**config.mk**
```make
export PLATFORM = sky130hd
export DESIGN_NAME = bkwin_decoder
export DESIGN_NICKNAME = d
export VERILOG_FILES = /design/src/rtl/bkwin_pkg.sv /design/src/rtl/bkwin_regs.sv /design/src/rtl/bkwin_match.sv /design/src/rtl/bkwin_pick.sv /design/src/rtl/bkwin_decoder.sv
export SDC_FILE = /design/constraint.sdc
export NUM_CORES = 1
export LEC_CHECK = 0
export ABC_AREA = 1
export BUFFER_PORTS_ARGS = -buffer_cell sky130_fd_sc_hd__clkbuf_2
export CAP_MARGIN = 20
export CORE_ASPECT_RATIO = 0.6
export CORE_UTILIZATION = 40
export CTS_CLUSTER_DIAMETER = 100
export CTS_CLUSTER_SIZE = 28
export DETAILED_ROUTE_END_ITERATION = 10
export MAX_ROUTING_LAYER = met4
export SETUP_SLACK_MARGIN = 0.3
export SYNTH_ARGS = -nofsm -noshare
export SYNTH_HDL_FRONTEND = slang
export SYNTH_HIERARCHICAL = 1
export SYNTH_SLANG_ARGS = --single-unit
```
**constraint.sdc**
```tcl
create_clock -name clk -period 5.5 [get_ports clk]
set_input_delay 0.55 -clock clk [delete_from_list [all_inputs] [get_ports clk]]
set_output_delay 0.55 -clock clk [all_outputs]
set_load 0.02 [all_outputs]
```
**src/rtl/bkwin_pkg.sv**
```systemverilog
package bkwin_pkg;

   typedef enum logic [1:0] {
      ACC_NONE,
      ACC_BANK,
      ACC_PTR,
      ACC_DATA
   } acc_e;

   function automatic int unsigned sel_width(input int unsigned n);
      return (n > 1) ? $clog2(n) : 1;
   endfunction

endpackage

```
**src/rtl/bkwin_regs.sv**
```systemverilog
module bkwin_regs
   import bkwin_pkg::*;
#(
   parameter int unsigned NUM_BANKS     = 4,
   parameter int unsigned DATA_W        = 32,
   parameter int unsigned NUM_W         = 10,
   parameter int unsigned IDX_W         = 8,
   parameter int unsigned BANK_BASE_NUM = 'h40,
   parameter int unsigned IND_ADDR_NUM  = 'h10,
   parameter int unsigned IND_DATA_NUM  = 'h11,
   parameter logic [DATA_W-1:0] IMPL_MASK = 32'hFFDE_E001
) (
   input  logic                              clk,
   input  logic                              rst_n,
   input  logic                              cfg_valid,
   input  logic                              cfg_write,
   input  logic [NUM_W-1:0]                  cfg_num,
   input  logic [DATA_W-1:0]                 cfg_wdata,
   output logic [DATA_W-1:0]                 cfg_rdata,
   output logic [NUM_BANKS-1:0][DATA_W-1:0]  bank_regs
);

   localparam int unsigned BSEL_W = sel_width(NUM_BANKS);

   if (NUM_BANKS < 1 || NUM_BANKS > 64) begin : g_bad_banks
      $error("bkwin_regs: NUM_BANKS out of range");
   end
   if (IDX_W < BSEL_W || IDX_W > DATA_W) begin : g_bad_idx
      $error("bkwin_regs: IDX_W cannot address every bank");
   end
   if (NUM_W > 31) begin : g_bad_num
      $error("bkwin_regs: NUM_W too wide");
   end

   acc_e                              acc;
   logic [BSEL_W-1:0]                 tgt;
   logic                              tgt_ok;
   logic [IDX_W-1:0]                  idx_q;
   logic [NUM_BANKS-1:0][DATA_W-1:0]  bank_q;
   logic [31:0]                       num_u;
   logic                              wr_en;

   assign num_u = 32'(cfg_num);
   assign wr_en = cfg_valid && cfg_write;

   // Decode the register number into an access kind and a bank target
   always_comb begin
      acc    = ACC_NONE;
      tgt    = '0;
      tgt_ok = 1'b0;
      if (num_u >= BANK_BASE_NUM && num_u < BANK_BASE_NUM + NUM_BANKS) begin
         acc    = ACC_BANK;
         tgt    = BSEL_W'(num_u - BANK_BASE_NUM);
         tgt_ok = 1'b1;
      end else if (num_u == IND_ADDR_NUM) begin
         acc = ACC_PTR;
      end else if (num_u == IND_DATA_NUM) begin
         acc = ACC_DATA;
         if (32'(idx_q) < NUM_BANKS) begin
            tgt    = idx_q[BSEL_W-1:0];
            tgt_ok = 1'b1;
         end
      end
   end

   always_ff @(posedge clk or negedge rst_n) begin
      if (!rst_n) begin
         bank_q <= '0;
         idx_q  <= '0;
      end else if (wr_en) begin
         if (acc == ACC_PTR) begin
            idx_q <= cfg_wdata[IDX_W-1:0];
         end
         for (int b = 0; b < int'(NUM_BANKS); b++) begin
            if (tgt_ok && tgt == BSEL_W'(b)) begin
               bank_q[b] <= cfg_wdata & IMPL_MASK;
            end
         end
      end
   end

   always_comb begin
      cfg_rdata = '0;
      if (cfg_valid && !cfg_write) begin
         if (acc == ACC_PTR) begin
            cfg_rdata = DATA_W'(idx_q);
         end else if (tgt_ok) begin
            cfg_rdata = bank_q[tgt];
         end
      end
   end

   assign bank_regs = bank_q;

   // Assertions guarding the store path
   p_ptr_write_r9 : assert property (@(posedge clk) disable iff (!rst_n)
      (wr_en && num_u == IND_ADDR_NUM) |=> idx_q == $past(cfg_wdata[IDX_W-1:0]));

   p_idle_read_zero_r10 : assert property (@(posedge clk) disable iff (!rst_n)
      !(cfg_valid && !cfg_write) |-> cfg_rdata == '0);

   p_bad_index_ignored_r10 : assert property (@(posedge clk) disable iff (!rst_n)
      (wr_en && num_u == IND_DATA_NUM && 32'(idx_q) >= NUM_BANKS) |=> $stable(bank_q));

   for (genvar g = 0; g < NUM_BANKS; g++) begin : g_chk
      p_masked_store_r3 : assert property (@(posedge clk) disable iff (!rst_n)
         (bank_q[g] & ~IMPL_MASK) == '0);

      p_direct_write_r2 : assert property (@(posedge clk) disable iff (!rst_n)
         (wr_en && num_u == BANK_BASE_NUM + g)
         |=> bank_q[g] == ($past(cfg_wdata) & IMPL_MASK));
   end

endmodule

```
**src/rtl/bkwin_match.sv**
```systemverilog
module bkwin_match #(
   parameter int unsigned ADDR_W   = 32,
   parameter int unsigned DATA_W   = 32,
   parameter int unsigned BASE_LSB = 23,
   parameter int unsigned SIZE_LSB = 6,
   parameter int unsigned SIZE_W   = 10
) (
   input  logic [DATA_W-1:0] cfg,
   input  logic [ADDR_W-1:0] addr,
   output logic              match,
   output logic [ADDR_W-1:0] offset
);

   localparam int unsigned SPAN_W = SIZE_W + 1 + BASE_LSB;
   localparam int unsigned EXT_W  = ((ADDR_W > SPAN_W) ? ADDR_W : SPAN_W) + 1;
   localparam logic [ADDR_W-1:0] BASE_MASK =
      ~((ADDR_W'(1) << BASE_LSB) - ADDR_W'(1));

   if (ADDR_W > DATA_W) begin : g_bad_addr
      $error("bkwin_match: address wider than register");
   end
   if (BASE_LSB >= ADDR_W || BASE_LSB == 0) begin : g_bad_base
      $error("bkwin_match: BASE_LSB out of range");
   end
   if (SIZE_LSB == 0 || SIZE_LSB + SIZE_W > DATA_W) begin : g_bad_size
      $error("bkwin_match: size field overlaps enable or leaves the register");
   end

   logic [ADDR_W-1:0] base;
   logic [SIZE_W-1:0] code;
   logic [SIZE_W:0]   units;
   logic [EXT_W-1:0]  limit;
   logic              en;
   logic              unused_cfg;

   assign en    = cfg[0];
   assign base  = cfg[ADDR_W-1:0] & BASE_MASK;
   assign code  = cfg[SIZE_LSB +: SIZE_W];
   assign units = (SIZE_W+1)'(1 << SIZE_W) - {1'b0, code};
   // The limit carries an extra bit so windows running past the top never wrap
   assign limit = EXT_W'(base) + (EXT_W'(units) << BASE_LSB);

   assign match  = en && (code != '0) && (addr >= base) && (EXT_W'(addr) < limit);
   assign offset = addr - base;

   assign unused_cfg = ^cfg;

endmodule

```
**src/rtl/bkwin_pick.sv**
```systemverilog
module bkwin_pick
   import bkwin_pkg::*;
#(
   parameter int unsigned NUM_BANKS = 4,
   parameter int unsigned ADDR_W    = 32
) (
   input  logic [NUM_BANKS-1:0]              match_vec,
   input  logic [NUM_BANKS-1:0][ADDR_W-1:0]  offs,
   output logic                              hit,
   output logic [sel_width(NUM_BANKS)-1:0]   bank,
   output logic [ADDR_W-1:0]                 offset
);

   localparam int unsigned BSEL_W = sel_width(NUM_BANKS);

   if (NUM_BANKS == 1) begin : g_single
      assign hit    = match_vec[0];
      assign bank   = '0;
      assign offset = match_vec[0] ? offs[0] : '0;
   end else begin : g_multi
      // Scan from the top down so the lowest matching bank is written last
      always_comb begin
         hit    = 1'b0;
         bank   = '0;
         offset = '0;
         for (int i = int'(NUM_BANKS) - 1; i >= 0; i--) begin
            if (match_vec[i]) begin
               hit    = 1'b1;
               bank   = BSEL_W'(i);
               offset = offs[i];
            end
         end
      end
   end

endmodule

```
**src/rtl/bkwin_decoder.sv**
```systemverilog
module bkwin_decoder
   import bkwin_pkg::*;
#(
   parameter int unsigned NUM_BANKS     = 4,
   parameter int unsigned ADDR_W        = 32,
   parameter int unsigned DATA_W        = 32,
   parameter int unsigned NUM_W         = 10,
   parameter int unsigned IDX_W         = 8,
   parameter int unsigned BANK_BASE_NUM = 'h40,
   parameter int unsigned IND_ADDR_NUM  = 'h10,
   parameter int unsigned IND_DATA_NUM  = 'h11,
   parameter logic [DATA_W-1:0] IMPL_MASK = 32'hFFDE_E001,
   parameter int unsigned BASE_LSB      = 23,
   parameter int unsigned SIZE_LSB      = 6,
   parameter int unsigned SIZE_W        = 10
) (
   input  logic                            clk,
   input  logic                            rst_n,
   input  logic                            cfg_valid,
   input  logic                            cfg_write,
   input  logic [NUM_W-1:0]                cfg_num,
   input  logic [DATA_W-1:0]               cfg_wdata,
   output logic [DATA_W-1:0]               cfg_rdata,
   input  logic [ADDR_W-1:0]               lk_addr,
   output logic                            lk_hit,
   output logic [sel_width(NUM_BANKS)-1:0] lk_bank,
   output logic [ADDR_W-1:0]               lk_offset
);

   logic [NUM_BANKS-1:0][DATA_W-1:0]  bank_regs;
   logic [NUM_BANKS-1:0]              match_vec;
   logic [NUM_BANKS-1:0][ADDR_W-1:0]  offs;

   bkwin_regs #(
      .NUM_BANKS     (NUM_BANKS),
      .DATA_W        (DATA_W),
      .NUM_W         (NUM_W),
      .IDX_W         (IDX_W),
      .BANK_BASE_NUM (BANK_BASE_NUM),
      .IND_ADDR_NUM  (IND_ADDR_NUM),
      .IND_DATA_NUM  (IND_DATA_NUM),
      .IMPL_MASK     (IMPL_MASK)
   ) u_regs (
      .clk       (clk),
      .rst_n     (rst_n),
      .cfg_valid (cfg_valid),
      .cfg_write (cfg_write),
      .cfg_num   (cfg_num),
      .cfg_wdata (cfg_wdata),
      .cfg_rdata (cfg_rdata),
      .bank_regs (bank_regs)
   );

   for (genvar g = 0; g < NUM_BANKS; g++) begin : g_win
      bkwin_match #(
         .ADDR_W   (ADDR_W),
         .DATA_W   (DATA_W),
         .BASE_LSB (BASE_LSB),
         .SIZE_LSB (SIZE_LSB),
         .SIZE_W   (SIZE_W)
      ) u_match (
         .cfg    (bank_regs[g]),
         .addr   (lk_addr),
         .match  (match_vec[g]),
         .offset (offs[g])
      );
   end

   bkwin_pick #(
      .NUM_BANKS (NUM_BANKS),
      .ADDR_W    (ADDR_W)
   ) u_pick (
      .match_vec (match_vec),
      .offs      (offs),
      .hit       (lk_hit),
      .bank      (lk_bank),
      .offset    (lk_offset)
   );

   // Lookup-side assertions
   p_hit_enabled_r4 : assert property (@(posedge clk) disable iff (!rst_n)
      lk_hit |-> bank_regs[lk_bank][0]);

   p_hit_code_valid_r6 : assert property (@(posedge clk) disable iff (!rst_n)
      lk_hit |-> bank_regs[lk_bank][SIZE_LSB +: SIZE_W] != '0);

   p_lowest_wins_r7 : assert property (@(posedge clk) disable iff (!rst_n)
      lk_hit |-> (match_vec[lk_bank] &&
                  (match_vec & ((NUM_BANKS'(1) << lk_bank) - NUM_BANKS'(1))) == '0));

   p_miss_quiet_r8 : assert property (@(posedge clk) disable iff (!rst_n)
      !lk_hit |-> (lk_bank == '0 && lk_offset == '0 && match_vec == '0));

   p_offset_below_addr_r8 : assert property (@(posedge clk) disable iff (!rst_n)
      lk_hit |-> lk_offset <= lk_addr);

endmodule

```
==> run metrics <==
run status finished, final reports clean; dpl ws 1.43 ns; P_int 1.11 mW; Flop pwr share 36.2%; CTS sink cnt 80; power per cell area 137 nW/um^2; I/O pin total 145; PostCTS Resize Cnt 0; Via Count 10.8k; RSZ-0062 raised after global routing no; Mean Syn Cell Area 6.65 um^2; NetSw 0.544 mW; Inst Count DP ~2.2k; post-layout min period 4.51 ns; TritonCTS clock tree yes; Post-route DRC 0; vias in the first global route between 9k and 10k; setup ws final ~0.99 ns; Clock Tree Buf Depth 2; first-pass GRT wire length 51.9 mm; final non-filler cell total ~2.2k; Routed WL 33.0 mm; Mapped Area approximately 12000 um^2; hold violation count in the final report 0; initial core utilization between 40% and 50%; count of final max-slew check failures 0; worst hold path type in -> async; setup slack, reg-to-reg 3.35 ns; gpl congestion 0.912; Clk pwr share 37.0%; GR Overflow Total 0; GRT Total Usage 22.4%; die area 30200 um^2; # setup viols final 0; clock latency on the worst-skew pair 0.35 ns; P_leak approximately 6.3 nW; Fmax 0.222 GHz; row count 48; Cells after Synth 1774; Design Area, Final 12100 um^2; worst endpoint required time about 5.0 ns; sw frac between 30% and 40%; CTS Hold Bufs 0; DR pass1 iterations 6; clock transition at the registers of the reported paths 0.06 ns; arrival time of the worst setup path 3.96 ns; antenna violations before repair 0; R2R depth 10; Die Span X 224 um; crit-path max FO 21; number of diodes 0; Layout area overhead 2.78%; measured slew at the worst slew-check pin 0.966 ns; DRT iter0 DRCs just over 1k; vias per cell 4.93; final net count between 1.5k and 2k; Yosys warnings 6; share of layout cells above drive strength 1 16.4%; Setup Fix Bufs, Post-CTS 0; Peak VDD IR roughly 0.13 mV; r2r startpoint u_regs/idx_q[4]; crit start category register; clk_skew a little under 0.004 ns; Max H-tree Level 3; Num CTS Buffers 9; largest net degree at the start of global routing slightly above 80; Logic pwr share 26.8%; TNS Setup 0 ns; Root Driver clkbuf_16; Crit Path Class reg -> out; post-placement cell area about 12000 um^2; die height 135 um; antenna-violating nets left 0; CP endpoint kind output port; Core Footprint 28900 um^2; r2r endpoint u_regs/bank_regs[61]; DP Wirelength 26.2 mm; worst rel slew slack a little over a third; I/O Buffers 130; max-capacitance violation count 0; wire per inst around 15 um; final period utilization 82.1%
-- flip-flops by register name, indices dropped and copies added (netlist names) --
name and flops:
u_regs/idx_q 8, u_regs/bank_regs 72
-- power by group through the flow --
stage | sequential [mW] | combinational (mW) | clock, mW
6_report | 0.600 | 0.443 | 0.613
4_1_cts | 0.600 | 0.429 | 0.624
5_1_grt | 0.601 | 0.500 | 0.650
3_3_place_gp | 0.611 | 0.419 | 0
3_5_place_dp | 0.611 | 0.427 | 0
2_1_floorplan | 0.609 | 0.357 | 0
-- metal layers --
layer	wire length [um]	global-route usage, %	vias to the layer above
met2	12900	30.0	281
li1	-	-	5549
met1	17800	35.8	4949
met4	290	3.20	0
met3	2030	2.13	22
met5	0	-	-
-- layout by cell type, fill, tap and decap left out, types with 2 or more instances in the layout --
master and n:
nand2_1 538, inv_1 186, nor2_1 140, clkbuf_2 129, ha_1 120, dfrtp_1 80
a21oi_1 78, o21ai_1 61, nand3_1 59, xor2_1 38, xnor2_1 38, conb_1 35
nor2_2 31, a31oi_1 26, nor4_1 26, nand2_2 23, o21ai_2 22, nand3_2 15
nor3_1 14, inv_2 12, nand4_1 12, a21oi_2 10, clkbuf_16 9, o21ai_0 8
a21o_1 8, fa_1 8, nor2_4 7, mux2_4 7, nand2_4 6, buf_4 6
and2_1 5, or2_1 4, nand4_4 3, nand3b_1 3, clkinv_2 2, o211ai_1 2
nor4b_1 2, clkinv_1 2, inv_4 2
-- worst max path at each step --
| stage | slack, ns | start | endpoint | cells past startpoint |
|---|---|---|---|---|
| finish | 0.99 | u_regs/bank_regs[77] | lk_offset[3] | 19 |
| global route | 0.69 | u_regs/bank_regs[77] | lk_offset[4] | 19 |
| CTS | 1.04 | u_regs/bank_regs[77] | lk_offset[10] | 19 |
| detailed placement | 1.43 | u_regs/bank_regs[77] | lk_offset[10] | 19 |
| global placement | 1.45 | lk_addr[31] | lk_offset[2] | 16 |
| floorplan | 2.29 | u_regs/bank_regs[109] | lk_bank[1] | 15 |
-- per-stage QoR --
stage	hold slack (ns)	total power, mW	util, %
5_1_grt	0.123	1.75	41.9
3_3_place_gp	0.467	1.03	40.8
6_report	0.0993	1.66	41.9
4_1_cts	0.429	1.65	41.9
3_5_place_dp	0.473	1.04	40.8
2_1_floorplan	0.254	0.966	-
-- layout make-up --
type,instances,area [um^2]
multi-input combinational,1354,7820
timing repair buffer,136,718
sequential,80,2000
fill,3018,16800
inverter,204,783
clock buffer,11,243
clock inverter,5,56.3
tap,400,500
-- worst max-delay path, cell delays in order, from the launching register on --
cell and delay (ns):
dfrtp_1 0.48, nor2_1 0.13, nand2_1 0.06, nor2_1 0.21
xnor2_1 0.16, ha_1 0.30, or2_1 0.24, nand2_1 0.06
ha_1 0.22, nand2_1 0.07, nand2_1 0.04, nand2_1 0.05
nor2_1 0.06, nor2_2 0.73, buf_4 0.35, a21oi_1 0.09
nand2_1 0.07, nand2_1 0.05, nand2_1 0.05, clkbuf_2 0.16
No activity file was read; power rests on OpenSTA's default activity.
